File: src/rtl/imp_abort_hold.sv
module imp_abort_hold #(
  parameter int TYPE_W = 4
) (
  input  logic              clk,
  input  logic              rst_n,
  input  logic              abt_valid,
  input  logic [TYPE_W-1:0] abt_type,
  input  logic              halted,
  input  logic              mask,
  input  logic              barrier_done,
  input  logic              take_ack,
  output logic              drained,
  output logic              sticky_set,
  output logic [TYPE_W-1:0] held_type,
  output logic              take_req
);

  logic              pend_q;
  logic [TYPE_W-1:0] type_q;
  logic              drained_q;
  logic              sticky_q;
  logic              taken;
  logic              pend_keep;
  logic              capture;

  assign take_req  = pend_q & ~mask & ~halted;
  assign taken     = take_req & take_ack;
  assign pend_keep = pend_q & ~taken;
  assign capture   = abt_valid & ~pend_keep & ~(halted & drained_q);

  always_ff @(posedge clk or negedge rst_n) begin
    if (!rst_n) begin
      pend_q    <= 1'b0;
      type_q    <= '0;
      drained_q <= 1'b0;
      sticky_q  <= 1'b0;
    end else begin
      drained_q <= halted & (drained_q | barrier_done);
      sticky_q  <= halted & abt_valid;
      if (capture) begin
        pend_q <= 1'b1;
        type_q <= abt_type;
      end else if (taken) begin
        pend_q <= 1'b0;
        type_q <= '0;
      end
    end
  end

  assign drained    = drained_q;
  assign sticky_set = sticky_q;
  assign held_type  = type_q;

  a_r2_drain_set: assert property (@(posedge clk) disable iff (!rst_n)
    (halted && barrier_done) |=> drained);
  a_r3_drain_clear: assert property (@(posedge clk) disable iff (!rst_n)
    !halted |=> !drained);
  a_r4_sticky_pulse: assert property (@(posedge clk) disable iff (!rst_n)
    (halted && abt_valid) |=> sticky_set);
  a_r5_type_frozen: assert property (@(posedge clk) disable iff (!rst_n)
    (halted && drained) |=> $stable(held_type));
  a_r7_mask_hold: assert property (@(posedge clk) disable iff (!rst_n)
    (pend_q && mask) |=> pend_q);
  a_r9_ack_clear: assert property (@(posedge clk) disable iff (!rst_n)
    (take_req && take_ack && !abt_valid) |=> !pend_q);

endmodule

File: config.mk
export PLATFORM = sky130hd
export DESIGN_NAME = imp_abort_hold
export DESIGN_NICKNAME = d
export VERILOG_FILES = /design/src/rtl/imp_abort_hold.sv
export SDC_FILE = /design/constraint.sdc
export NUM_CORES = 1
export LEC_CHECK = 0
export ABC_AREA = 0
export BUFFER_PORTS_ARGS = -buffer_cell sky130_fd_sc_hd__buf_2
export CORE_AREA = 2 2 39 41
export DETAILED_ROUTE_END_ITERATION = 10
export DIE_AREA = 0 0 41 43
export GPL_TIMING_DRIVEN = 0
export PLACE_DENSITY_LB_ADDON = 0.3
export SLEW_MARGIN = 10
export SYNTH_ARGS = -nofsm -noshare
export SYNTH_HDL_FRONTEND = slang
export SYNTH_SLANG_ARGS = --single-unit
File: constraint.sdc
create_clock -name clk -period 2.2 [get_ports clk]
set_input_delay 0.11 -clock clk [delete_from_list [all_inputs] [get_ports clk]]
set_output_delay 0.11 -clock clk [all_outputs]
set_load 0.02 [all_outputs]
==> run metrics <==
CTS sink cnt 7; layout cells sized above 1 59.1%; outcome complete, no violations; Crit. path cell count 2; Netlist cell types 12; CP Cell Sequence nor3b_1 > buf_2; grt ovf 0; Die Ht 43 µm; final period utilization 50.5%; fmax 901 MHz; Critical Path End take_req; Worst Reg-to-Reg Cells 3; Residual DRC 0; xor/xnor share of the synthesized area 0%; PostCTS Resize Cnt 0; post-layout util 31.4%; Synth Area in Compound Gates 25.2%; max-cap viol count 0; global-route wire length before repair 1080 µm; GRT Max-Usage Layer met2; effective utilization at floorplan 21.5%; met3 Use GR 4.71%; Root Driver clkbuf_4; largest net degree at the start of global routing 9; worst setup path startpoint pend_q$_DFFE_PN0P_; Worst path slowest cell dfrtp_1; vias in the first global route 276; TritonCTS clock tree built; Post-Syn Instances 23; Rel. slew slack 77.1%; Buf+Inv Stages, Crit Path 1; WL per Instance 11.4 µm; Post-Syn Area 298 µm²; CP Capture Type output port; sequential area share after synthesis 58.8%; worst-path fanout max 4; num ports 18; gr usage total 9.78%; Rows 14; Worst-path clk slew 0.05 ns; yosys synthesis warning count 0; Post-CTS Setup Bufs 0; largest family of logic cells by synthesized area compound AO/OA/AOI/OAI gates; via count 262; post-route minimum period 1.11 ns; mux contribution to synthesized area 0%; endpoints failing hold 0; worst-margin pin slew 0.344 ns; area grow syn2layout 45.8%; initial drt markers 1; Post-DRT Antenna Nets 0; WL final 685 µm; R2R Path End held_type[0]$_DFFE_PN0P_; Final TNS setup 0 ns; worst flop-to-flop path startpoint drained$_DFF_PN0_; Clock Skews 0.00244 ns; CTS H-tree lvls 1; Core ar. 1380 µm²; die footprint 1760 µm²; leakage 0.000231 µW; delay of the slowest critical-path stage 0.38 ns; Yosys reg bits 7; endpoints failing setup 0; Min Hold Slack 0.0670 ns; die extent in x 41 µm; Port Buf Inserts 16; DRT Pass-1 Iters 2; Worst setup SP type register; Mapped Nets 34; Vias/cell 4.37; Slew Limit Fails 0; min-delay worst type primary input to register; initial antenna violation count 0; Synth Area per Inst 12.9 µm²; simple-gate area share of the yosys netlist 13.4%; Critical Path RT 2.09 ns; FF-to-FF setup slack 1.11 ns; Peak VDD IR 0.000423 V; diode count 0; CP Data Arrival Time 1.00 ns; cell area power density 844 nW/µm²; CTS Hold Bufs 1; area share of fa/ha/maj cells after synthesis 0%; Num CTS Buffers 3; RSZ-0062 raised after global routing no; GR Util met1 10.7%; GR Util met2 13.4%; worst-case clock buffer depth 2; final net count 56; clk_lat worst skew 0.25 ns; critical path class register to output port; GP Congestion 0.603; critical path's top delay family flip-flops
==> metrics by stage <==
stage	instances	total power (µW)	setup slack, ns	instance area (µm²)
global placement	55	254	1.09	398
CTS	60	376	1.08	434
finish	60	367	1.09	434
detailed placement	55	253	1.11	398
floorplan	23	217	1.01	298
global route	60	393	1.02	434
==> report_power, final <==
group	switching, µW	internal [µW]
registers	10.8	148
clock network	46.7	69.2
logic	49.2	42.3
==> how the worst min path moves through the flow <==
stage,cells past startpoint,slack (ns),end,start
global route,2,0.07,drained$_DFF_PN0_,barrier_done
global placement,1,-0.05,sticky_set$_DFF_PN0_,rst_n
detailed placement,1,-0.04,sticky_set$_DFF_PN0_,rst_n
finish,2,0.07,drained$_DFF_PN0_,barrier_done
floorplan,0,-0.19,drained$_DFF_PN0_,rst_n
CTS,2,0.06,drained$_DFF_PN0_,barrier_done
==> layer usage <==
metal	wire, µm	vias up	share of wire, %
met5	0	-	0
met4	5	0	0.73
met3	88	2	13
met2	276	18	40
met1	315	113	46
li1	-	129	-
==> cells in the final DEF (no fill, tap or decap) <==
master         synthesis  routed
clkbuf_1               1       2
inv_1                  1       1
a22oi_1                1       1
or2_4                  1       1
o21a_1                 1       1
nor3b_2                1       1
a32o_2                 4       4
a21oi_1                3       3
nand2_1                1       1
and2_2                 1       1
clkbuf_4               0       3
dlygate4sd3_1          0       1
dfrtp_1                7       7
nor3b_1                1       1
buf_2                  0      16
==> cell usage after synthesis, drive strengths merged <==
cell | number | area share (%)
dfrtp | 7 | 59
nand2 | 1 | 1.3
clkbuf | 1 | 1.3
or2 | 1 | 2.9
o21a | 1 | 2.5
inv | 1 | 1.3
a32o | 4 | 15
a22oi | 1 | 2.5
a21oi | 3 | 5.0
and2 | 1 | 2.5
nor3b | 2 | 6.7
==> cell families (layout without fill, tap and decap cells) <==
family                 after synthesis  in the layout
flip-flops                           7              7
AO/OA/AOI/OAI                        9              9
buffers and inverters                2             23
AND/OR/NAND/NOR                      5              5
==> layout make-up <==
type / instances / area [µm²]
plain buffers: 1 / 3.75
clock buffers: 4 / 26.3
fillers: 151 / 950
inverters: 1 / 3.75
multi-input cells: 14 / 115
flip-flops and latches: 7 / 175
well taps: 16 / 20.0
repair buffers: 17 / 90.1
==> flip-flops by register name, indices dropped and copies added (netlist names) <==
| register | count |
|---|---|
| sticky_set | 1 |
| pend_q | 1 |
| held_type | 4 |
| drained | 1 |
No activity file was read; power rests on OpenSTA's default activity.
